## src/rtl/dma_chan_pkg.sv

```systemverilog
package dma_chan_pkg;

    localparam int HOST_W = 8;
    localparam int REG_W  = 16;
    localparam int SEL_W  = 3;

    typedef enum logic [SEL_W-1:0] {
        SEL_ADDR   = 3'd0,
        SEL_COUNT  = 3'd1,
        SEL_PAGE   = 3'd2,
        SEL_MODE   = 3'd3,
        SEL_PTRCLR = 3'd4,
        SEL_MASK   = 3'd5
    } port_sel_e;

    typedef enum logic [1:0] {
        XK_VERIFY   = 2'b00,
        XK_TO_MEM   = 2'b01,
        XK_FROM_MEM = 2'b10,
        XK_RSVD     = 2'b11
    } xfer_kind_e;

    typedef enum logic [1:0] {
        ST_MASKED,
        ST_ARMED,
        ST_ACK,
        ST_RECOVER
    } chan_state_e;

endpackage

```

## src/rtl/dma_pair_reg.sv

```systemverilog
module dma_pair_reg #(
    parameter int WIDTH      = 16,
    parameter bit COUNT_DOWN = 1'b0
) (
    input  logic               clk,
    input  logic               rst_n,
    input  logic               load_i,
    input  logic               hi_i,
    input  logic [WIDTH/2-1:0] data_i,
    input  logic               step_i,
    output logic [WIDTH-1:0]   value_o
);

    localparam int HALF = WIDTH / 2;
    localparam logic [WIDTH-1:0] ONE = WIDTH'(1);

    logic [WIDTH-1:0] value_q;

    always_ff @(posedge clk) begin
        if (!rst_n) begin
            value_q <= '0;
        end else if (load_i) begin
            if (hi_i) value_q[WIDTH-1:HALF] <= data_i;
            else      value_q[HALF-1:0]     <= data_i;
        end else if (step_i) begin
            if (COUNT_DOWN) value_q <= value_q - ONE;
            else            value_q <= value_q + ONE;
        end
    end

    assign value_o = value_q;

    generate
        if (COUNT_DOWN) begin : g_down
            // Count drops by exactly one per byte moved
            assert_count_step_R9: assert property (@(posedge clk) disable iff (!rst_n)
                (step_i && !load_i) |=> (value_q == $past(value_q) - ONE));
        end else begin : g_up
            // Address rises by one per byte, wrapping modulo 2^WIDTH
            assert_addr_step_R10: assert property (@(posedge clk) disable iff (!rst_n)
                (step_i && !load_i) |=> (value_q == $past(value_q) + ONE));
        end
    endgenerate

endmodule

```

## src/rtl/dma_host_regs.sv

```systemverilog
module dma_host_regs
    import dma_chan_pkg::*;
#(
    parameter int PAGE_W  = 4,
    parameter int CHAN_W  = 2,
    parameter int CHAN_ID = 3
) (
    input  logic              clk,
    input  logic              rst_n,
    input  logic              host_wr,
    input  logic              host_rd,
    input  logic [SEL_W-1:0]  host_sel,
    input  logic [HOST_W-1:0] host_wdata,
    output logic [HOST_W-1:0] host_rdata,
    input  logic              masked_i,
    input  logic              step_i,
    output logic [REG_W-1:0]  addr_o,
    output logic [REG_W-1:0]  cnt_o,
    output logic [PAGE_W-1:0] page_o,
    output xfer_kind_e        kind_o,
    output logic              mask_set_o,
    output logic              mask_clr_o
);

    localparam int KIND_LSB = CHAN_W;
    localparam logic [CHAN_W-1:0] CHAN_CODE = CHAN_W'(CHAN_ID);

    logic        ptr_q;
    logic [PAGE_W-1:0] page_q;
    xfer_kind_e  kind_q;
    logic        chan_match;
    logic        wr_addr, wr_cnt, wr_page, wr_mode, wr_ptrclr, rd_pair;

    assign chan_match = (host_wdata[CHAN_W-1:0] == CHAN_CODE);
    assign wr_addr    = host_wr && masked_i && (host_sel == SEL_ADDR);
    assign wr_cnt     = host_wr && masked_i && (host_sel == SEL_COUNT);
    assign wr_page    = host_wr && masked_i && (host_sel == SEL_PAGE);
    assign wr_mode    = host_wr && masked_i && (host_sel == SEL_MODE) && chan_match;
    assign wr_ptrclr  = host_wr && (host_sel == SEL_PTRCLR);
    assign rd_pair    = host_rd && !host_wr &&
                        ((host_sel == SEL_ADDR) || (host_sel == SEL_COUNT));
    assign mask_set_o = host_wr && (host_sel == SEL_MASK) && chan_match &&  host_wdata[CHAN_W];
    assign mask_clr_o = host_wr && (host_sel == SEL_MASK) && chan_match && !host_wdata[CHAN_W];

    // Shared byte pointer
    always_ff @(posedge clk) begin
        if (!rst_n)                 ptr_q <= 1'b0;
        else if (wr_ptrclr)         ptr_q <= 1'b0;
        else if (wr_addr || wr_cnt) ptr_q <= ~ptr_q;
        else if (rd_pair)           ptr_q <= ~ptr_q;
    end

    dma_pair_reg #(.WIDTH(REG_W), .COUNT_DOWN(1'b0)) u_addr (
        .clk(clk), .rst_n(rst_n), .load_i(wr_addr), .hi_i(ptr_q),
        .data_i(host_wdata), .step_i(step_i), .value_o(addr_o)
    );

    dma_pair_reg #(.WIDTH(REG_W), .COUNT_DOWN(1'b1)) u_cnt (
        .clk(clk), .rst_n(rst_n), .load_i(wr_cnt), .hi_i(ptr_q),
        .data_i(host_wdata), .step_i(step_i), .value_o(cnt_o)
    );

    always_ff @(posedge clk) begin
        if (!rst_n) begin
            page_q <= '0;
            kind_q <= XK_VERIFY;
        end else begin
            if (wr_page) page_q <= host_wdata[PAGE_W-1:0];
            if (wr_mode) kind_q <= xfer_kind_e'(host_wdata[KIND_LSB +: 2]);
        end
    end

    assign page_o = page_q;
    assign kind_o = kind_q;

    always_comb begin
        host_rdata = '0;
        unique case (host_sel)
            SEL_ADDR:  host_rdata = ptr_q ? addr_o[REG_W-1:HOST_W] : addr_o[HOST_W-1:0];
            SEL_COUNT: host_rdata = ptr_q ? cnt_o[REG_W-1:HOST_W]  : cnt_o[HOST_W-1:0];
            SEL_PAGE:  host_rdata = HOST_W'(page_q);
            default:   host_rdata = '0;
        endcase
    end

    // Page and mode are frozen while the channel runs
    assert_page_hold_R11: assert property (@(posedge clk) disable iff (!rst_n)
        !masked_i |=> $stable(page_q));
    assert_mode_hold_R11: assert property (@(posedge clk) disable iff (!rst_n)
        !masked_i |=> $stable(kind_q));
    // A pointer-clear write always lands on the low byte
    assert_ptr_clear_R3: assert property (@(posedge clk) disable iff (!rst_n)
        wr_ptrclr |=> !ptr_q);

endmodule

```

## src/rtl/dma_seq_fsm.sv

```systemverilog
module dma_seq_fsm
    import dma_chan_pkg::*;
(
    input  logic       clk,
    input  logic       rst_n,
    input  logic       unmask_i,
    input  logic       mask_i,
    input  logic       dev_req_i,
    input  logic       cnt_zero_i,
    input  xfer_kind_e kind_i,
    output logic       masked_o,
    output logic       step_o,
    output logic       dev_ack_o,
    output logic       mem_rd_o,
    output logic       mem_wr_o,
    output logic       tc_o
);

    chan_state_e state_q, state_d;

    always_ff @(posedge clk) begin
        if (!rst_n) state_q <= ST_MASKED;
        else        state_q <= state_d;
    end

    always_comb begin
        state_d = state_q;
        unique case (state_q)
            ST_MASKED:  if (unmask_i && !mask_i) state_d = ST_ARMED;
            ST_ARMED:   if (mask_i)              state_d = ST_MASKED;
                        else if (dev_req_i)      state_d = ST_ACK;
            ST_ACK:     if (cnt_zero_i || mask_i) state_d = ST_MASKED;
                        else                      state_d = ST_RECOVER;
            ST_RECOVER: if (mask_i)              state_d = ST_MASKED;
                        else                      state_d = ST_ARMED;
            default:    state_d = ST_MASKED;
        endcase
    end

    always_comb begin
        masked_o  = 1'b0;
        step_o    = 1'b0;
        dev_ack_o = 1'b0;
        mem_rd_o  = 1'b0;
        mem_wr_o  = 1'b0;
        tc_o      = 1'b0;
        unique case (state_q)
            ST_MASKED: masked_o = 1'b1;
            ST_ACK: begin
                step_o    = 1'b1;
                dev_ack_o = 1'b1;
                mem_wr_o  = (kind_i == XK_TO_MEM);
                mem_rd_o  = (kind_i == XK_FROM_MEM);
                tc_o      = cnt_zero_i;
            end
            default: ;
        endcase
    end

    assert_ack_pulse_R8: assert property (@(posedge clk) disable iff (!rst_n)
        dev_ack_o |=> !dev_ack_o);
    assert_ack_after_req_R8: assert property (@(posedge clk) disable iff (!rst_n)
        dev_ack_o |-> $past(dev_req_i));
    assert_tc_masks_R9: assert property (@(posedge clk) disable iff (!rst_n)
        tc_o |=> (masked_o && !dev_ack_o));
    assert_strobe_single_R6: assert property (@(posedge clk) disable iff (!rst_n)
        $onehot0({mem_rd_o, mem_wr_o}));
    assert_mask_wins_R12: assert property (@(posedge clk) disable iff (!rst_n)
        (state_q == ST_ARMED && mask_i) |=> !dev_ack_o);

endmodule

```

## src/rtl/dma_page_channel.sv

```systemverilog
module dma_page_channel
    import dma_chan_pkg::*;
#(
    parameter int PAGE_W  = 4,
    parameter int CHAN_W  = 2,
    parameter int CHAN_ID = 3
) (
    input  logic                    clk,
    input  logic                    rst_n,
    input  logic                    host_wr,
    input  logic                    host_rd,
    input  logic [SEL_W-1:0]        host_sel,
    input  logic [HOST_W-1:0]       host_wdata,
    output logic [HOST_W-1:0]       host_rdata,
    input  logic                    dev_req,
    output logic                    dev_ack,
    output logic                    mem_rd,
    output logic                    mem_wr,
    output logic [REG_W+PAGE_W-1:0] mem_addr,
    output logic                    tc
);

    logic [REG_W-1:0]  addr_w, cnt_w;
    logic [PAGE_W-1:0] page_w;
    xfer_kind_e        kind_w;
    logic              masked_w, step_w, mask_set_w, mask_clr_w;

    dma_host_regs #(.PAGE_W(PAGE_W), .CHAN_W(CHAN_W), .CHAN_ID(CHAN_ID)) u_regs (
        .clk(clk), .rst_n(rst_n),
        .host_wr(host_wr), .host_rd(host_rd), .host_sel(host_sel),
        .host_wdata(host_wdata), .host_rdata(host_rdata),
        .masked_i(masked_w), .step_i(step_w),
        .addr_o(addr_w), .cnt_o(cnt_w), .page_o(page_w), .kind_o(kind_w),
        .mask_set_o(mask_set_w), .mask_clr_o(mask_clr_w)
    );

    dma_seq_fsm u_seq (
        .clk(clk), .rst_n(rst_n),
        .unmask_i(mask_clr_w), .mask_i(mask_set_w),
        .dev_req_i(dev_req), .cnt_zero_i(cnt_w == '0), .kind_i(kind_w),
        .masked_o(masked_w), .step_o(step_w), .dev_ack_o(dev_ack),
        .mem_rd_o(mem_rd), .mem_wr_o(mem_wr), .tc_o(tc)
    );

    assign mem_addr = {page_w, addr_w};

    // Page bits never move between two bytes of one run
    assert_page_fixed_R10: assert property (@(posedge clk) disable iff (!rst_n)
        dev_ack |=> (mem_addr[REG_W+PAGE_W-1:REG_W] == $past(mem_addr[REG_W+PAGE_W-1:REG_W])));

endmodule

```

## config.mk

```make
export PLATFORM = sky130hd
export DESIGN_NAME = dma_page_channel
export DESIGN_NICKNAME = d
export VERILOG_FILES = /design/src/rtl/dma_chan_pkg.sv /design/src/rtl/dma_pair_reg.sv /design/src/rtl/dma_host_regs.sv /design/src/rtl/dma_seq_fsm.sv /design/src/rtl/dma_page_channel.sv
export SDC_FILE = /design/constraint.sdc
export NUM_CORES = 1
export LEC_CHECK = 0
export BUFFER_PORTS_ARGS = -buffer_cell sky130_fd_sc_hd__buf_2
export CAP_MARGIN = 20
export CORE_ASPECT_RATIO = 1.75
export CORE_UTILIZATION = 61
export CTS_BUF_LIST = sky130_fd_sc_hd__clkbuf_16
export CTS_CLUSTER_SIZE = 24
export DETAILED_ROUTE_END_ITERATION = 6
export PLACE_DENSITY_LB_ADDON = 0.15
export SKIP_CTS_REPAIR_TIMING = 1
export SYNTH_ARGS = -nofsm -noshare
export SYNTH_HDL_FRONTEND = slang
export SYNTH_SLANG_ARGS = --single-unit
```

## constraint.sdc

```tcl
create_clock -name clk -period 3.5 [get_ports clk]
set_clock_uncertainty 0.15 [all_clocks]
set_input_delay 0.175 -clock clk [delete_from_list [all_inputs] [get_ports clk]]
set_output_delay 0.175 -clock clk [all_outputs]
set_load 0.03 [all_outputs]
```

* After elaboration in Yosys (flattened, before gate mapping) *
Cells that the tools add are included.

storage, ports and cells
  bits in registers = 41
  input port bits = 16

operators by class
  add/subtract/negate cells = 2
  eq/ne operators = 17
  reduce and logical (&&, ||, !) cells = 32
  bitwise gates (word level) = 2
  mux-type cells = 22

operators by type and width
  operator                                                               count
  16-bit two-way mux                                                     4
  8-bit two-way mux                                                      4
  8-bit case mux with 3 select lines                                     1
  16-bit by 1-bit adder with 16-bit output (second input constant)       1
  16-bit zero test                                                       1
  16-bit by 1-bit subtractor with 16-bit output (second input constant)  1
  1-bit logical AND                                                      14
  2-bit AND reduction                                                    5
  2-bit == test (second input constant)                                  4
  1-bit two-way mux                                                      8
  2-bit two-way mux                                                      4
  2-bit case mux with 4 select lines                                     1
  3-bit by 2-bit == test with 1-bit output (second input constant)       2
  3-bit == test (second input constant)                                  2
  2-bit by 1-bit != test with 1-bit output (second input constant)       3
  2-bit nonzero test                                                     3
  2-bit by 1-bit == test with 1-bit output (second input constant)       2
  2-bit != test (second input constant)                                  2
  3-bit by 1-bit == test with 1-bit output (second input constant)       1
  1-bit zero test                                                        3
  3-bit zero test                                                        1
  1-bit logical OR                                                       3
  3-bit by 2-bit != test with 1-bit output (second input constant)       1
  2-bit zero test                                                        1
  2 further kinds                                                        3

* Logic depth before layout (Yosys ltp) *
  word-level depth = 8
  gate-level depth with buffers = 8
  gate-level depth less buffers = 7

* Modules after synthesis *
From an unflattened synthesis, not the netlist that was laid out.

unflattened totals
  cells, all modules = 365
  area total of the unflattened synthesis = 2,996.6 µm²

by module, submodules not included
  module                         cells each  area each (µm²)  instances
  dma_pair_reg at u_regs.u_cnt   140         1,088.5          1
  dma_pair_reg at u_regs.u_addr  138         1,074.8          1
  dma_host_regs                  67          661.9            1
  dma_seq_fsm                    15          137.6            1
  dma_page_channel               5           33.8             1

* Worst setup path before layout *
No wires, ideal clock.

  path type = register -> output
  start = reg u_regs.ptr_q
  end = out host_rdata[3]
  arrival time = 1,861 ps
  setup slack = 1,314 ps
  stages on the path, launching flop included = 5
  path buffers = 2
  cell sequence = dfxtp_1 > clkbuf_1 > buf_1 > mux2i_1 > o21ai_0

between the ends
  cells in the longest elaborated chain, start to end = 2
  elaborated cells on any way between the ends = 3
  classes of those cells = 3 x mux

RTL lines
  what                                         RTL line                                  RTL
  from (decl)                                  dma_host_regs.sv:28                       logic ptr_q;
  from (signal assigned)                       dma_host_regs.sv:49                       else if (wr_addr || wr_cnt) ptr_q <= ~ptr_q;
  from (signal assigned)                       dma_host_regs.sv:50                       else if (rd_pair) ptr_q <= ~ptr_q;
  8-bit two-way mux, on equally long branches  dma_host_regs.sv:80, dma_host_regs.sv:79
  8-bit case mux with 3 select lines *         dma_host_regs.sv:78                       unique case (host_sel)
  to (decl)                                    dma_page_channel.sv:14                    output logic [HOST_W-1:0] host_rdata,

Mark *: on every way between the ends. The rest lies on a longest branch, timed or not.

* Worst setup path in the final report *
  start = reg u_regs.u_cnt.value_q[3], in the netlist u_regs.u_cnt.value_o[3]
  end = out tc

between the ends
  cells in the longest elaborated chain, start to end = 2

RTL lines
  what                               RTL line                RTL
  from (decl)                        dma_pair_reg.sv:17      logic [WIDTH-1:0] value_q;
  from (signal, indexed assignment)  dma_pair_reg.sv:23      if (hi_i) value_q[WIDTH-1:HALF] <= data_i;
  from (signal, indexed assignment)  dma_pair_reg.sv:24      else value_q[HALF-1:0] <= data_i;
  from (signal assigned)             dma_pair_reg.sv:26      if (COUNT_DOWN) value_q <= value_q - ONE;
  16-bit zero test                   dma_page_channel.sv:40  .dev_req_i(dev_req), .cnt_zero_i(cnt_w == '0), .kind_i(kind_w),
  1-bit two-way mux                  dma_seq_fsm.sv:47       unique case (state_q)
  to (decl)                          dma_page_channel.sv:20  output logic tc

Every way passes these cells.

==> summary.txt <==
Timing
  – Period minus WS final: 2.50 ns
  – Slew headroom: 35.9%
  – TNS Setup: 0 ns
  – Final hold vios: 0
  – Tcrit/Tclk final: 71.4%
  – Slew Viols, Final: 0
  – Final Setup Violations: 0
  – Hold_ws: 0.0257 ns
  – FMAX: 400 MHz
  – Worst slew pin tran: 0.959 ns
  – RSZ-0062 raised after global routing: no

Routing
  – Vias per cell: 7.08
  – ANT nets after route: 0
  – Vias post-DR: 3,152
  – Final WL: 8.92 mm
  – First-pass DRT Iterations: 6
  – Detailed-route DRC error count: 0
  – Initial drt markers: 174
  – Wire length per cell: 20.0 µm

Outcome
  – Status: complete, no violations

Floorplanning
  – Chip height: 90.2 µm
  – Starting density of the core: 64.7%
  – Row cnt: 31
  – Die width: 52.4 µm
  – Die ar.: 4730 µm²
  – Core area: 4190 µm²
  – Ports: 48

GRT
  – Number of global-route vias before repair: 2,967
  – GRT Total Usage: 40.9%
  – Pin count of the biggest net entering global routing: 22
  – Initial antenna violation count: 0
  – First-pass GRT wire length: 14.8 mm
  – Overflow after GRT: 0

Critical path
  – Critical Path Sink Type: output pin
  – CP max stage delay: 0.61 ns
  – Required @ worst endpoint: 3.17 ns
  – CP delay by family, top: simple AND/OR/NAND/NOR gates
  – CP Max Fanout: 6
  – WP buf/inv: 1
  – Worst EP arrival: 2.17 ns
  – Worst reg2reg path depth: 5
  – Worst path depth: 5
  – Crit-path slowest cell: or4_1
  – Crit path cell chain: or4_1 > nor4_1 > nand4_1 > nor2_1 > buf_2
  – CP Launch Type: flop
  – Setup CP Type: reg2out

CTS
  – Clock sinks: 41
  – Worst-path clk slew: 0.06 ns
  – CTS root buf: clkbuf_16
  – Number of buffers created by CTS: 5
  – Worst skew pair latency: 0.28 ns
  – CTS tree: done
  – H-tree levels: 2
  – Clock buffer depth: 2

Placement
  – Detailed Place HPWL: 6.40 mm
  – Final RePlAce weighted congestion: 0.988
  – Placed cell areas: 2950 µm²
  – PortBufs: 47

Final layout
  – Synthesis-to-layout area growth: 15.0%
  – Share of cells above drive strength 1: 17.4%
  – Final net count: 414
  – # diodes: 0
  – Fillers: 360
  – Post-route cell area: 3120 µm²

Yosys
  – Count leader, synth: nand2_1
  – Mean Syn Cell Area: 7.59 µm²
  – Most frequent cells after synthesis: nand2_1, dfxtp_1, nor2_1
  – Synth area leader: dfxtp_1
  – Post-Syn Area: 2710 µm²
  – Syn Nets: 376
  – Area contributors post-synth: dfxtp_1, mux2i_1, nand2_1
  – Synth top area share: 30.3%
  – Register area share after synthesis: 30.3%
  – Synthesized flop and latch total: 41
  – Main synth FF type: dfxtp_1
  – Warnings from Yosys: 0
  – Post-synth ARST share: 0%
  – Syn Inst Count: 357
  – Post-synth EDFFs: 0
  – Post-synth cell types: 61

Hold path
  – Hold Crit Depth: 3
  – Hold WC Path Type: in2reg

Pwr
  – Pwr/cell area: 382 nW/µm²
  – Maximum vdd drop: 340 µV
  – Leakage: 1.15 nW

Job
  – Max-cap violation count: 0
[per-layer routing]
| metal | wire [µm] | GRT usage (%) |
|---|---|---|
| met5 | 0 | 0 |
| met1 | 3160 | 48.4 |
| met4 | 435 | 23.9 |
| met2 | 4530 | 63.9 |
| met3 | 793 | 10.3 |
[sequential cells by signal, indices dropped and copies added (netlist names)]
name                   count
u_regs.kind_o              2
u_regs.u_addr.value_o     16
u_regs.u_cnt.value_o      16
u_regs.ptr_q               1
u_seq.state_q              2
u_regs.page_o              4
[cells by family after synthesis]
logic type	synth area share (%)
AOI/OAI and AO/OA	27.2
xor gates and xnor gates	0.323
adders and majority gates	1.38
buffers and inverters	3.78
DFF	30.3
muxes	6.65
and+or+nand+nor	30.4
[final timing paths]
check | start | to | slack, ns
worst min register to register | u_regs.page_o[2]$_SDFFE_PN0P_ | u_regs.page_o[2]$_SDFFE_PN0P_ | 0.33
worst max-delay path | u_regs.u_cnt.value_o[3]$_SDFFE_PN0P_ | tc | 1.00
worst max register to register | u_seq.state_q[1]$_SDFFE_PN0P_ | u_regs.u_addr.value_o[10]$_SDFFE_PN0P_ | 1.05
worst min-delay path | dev_req | u_seq.state_q[1]$_SDFFE_PN0P_ | 0.03
[layout by cell type (no fill, tap or decap), drive strengths merged, types with 4 or more instances in the layout]
cell    instances
o22ai           8
clkbuf          5
nand2b          4
nor3b           5
nand3          17
a21oi          29
inv             7
mux2i          18
nor4            5
nand3b          5
o221ai          4
o21ai          18
a31oi           8
nor2           32
dfxtp          41
and3            5
nor3           13
or3             8
o311ai          4
o31a            7
nand2          47
buf            50
[per-stage QoR]
| stage | util [%] | total power, W | std cells | setup WS, ns |
|---|---|---|---|---|
| global route | 74.4 | 0.00122 | 445 | 0.870 |
| finish | 74.4 | 0.00119 | 445 | 1.00 |
| detailed placement | 70.5 | 0.000678 | 437 | 1.10 |
| CTS | 74.4 | 0.00119 | 445 | 1.05 |
| global placement | 70.5 | 0.000676 | 437 | 1.14 |
| floorplan | - | 0.000624 | 357 | 1.31 |
[tightest hold or removal path: cells and delay by family]
family          cells  cell delay [ns]
simple gates        1             0.07
compound gates      1             0.06
buf+inv             1             0.10
[area by class of cell]
cell class	instances	area (µm²)	area share, %
clock inverter	3	37.5	1.20
clock buffer	5	125	4.01
multi-input combinational	290	1790	57.4
timing repair buffer	50	258	8.27
tap	49	61.3	1.97
sequential	41	821	26.3
inverter	7	26.3	0.843
[report_power, final]
part,internal [W],switching [W],total (W)
registers,0.000476,0.0000173,0.000494
logic,0.0000638,0.000118,0.000182
clock network,0.000331,0.000183,0.000514
(Power assumes the default switching activity.)
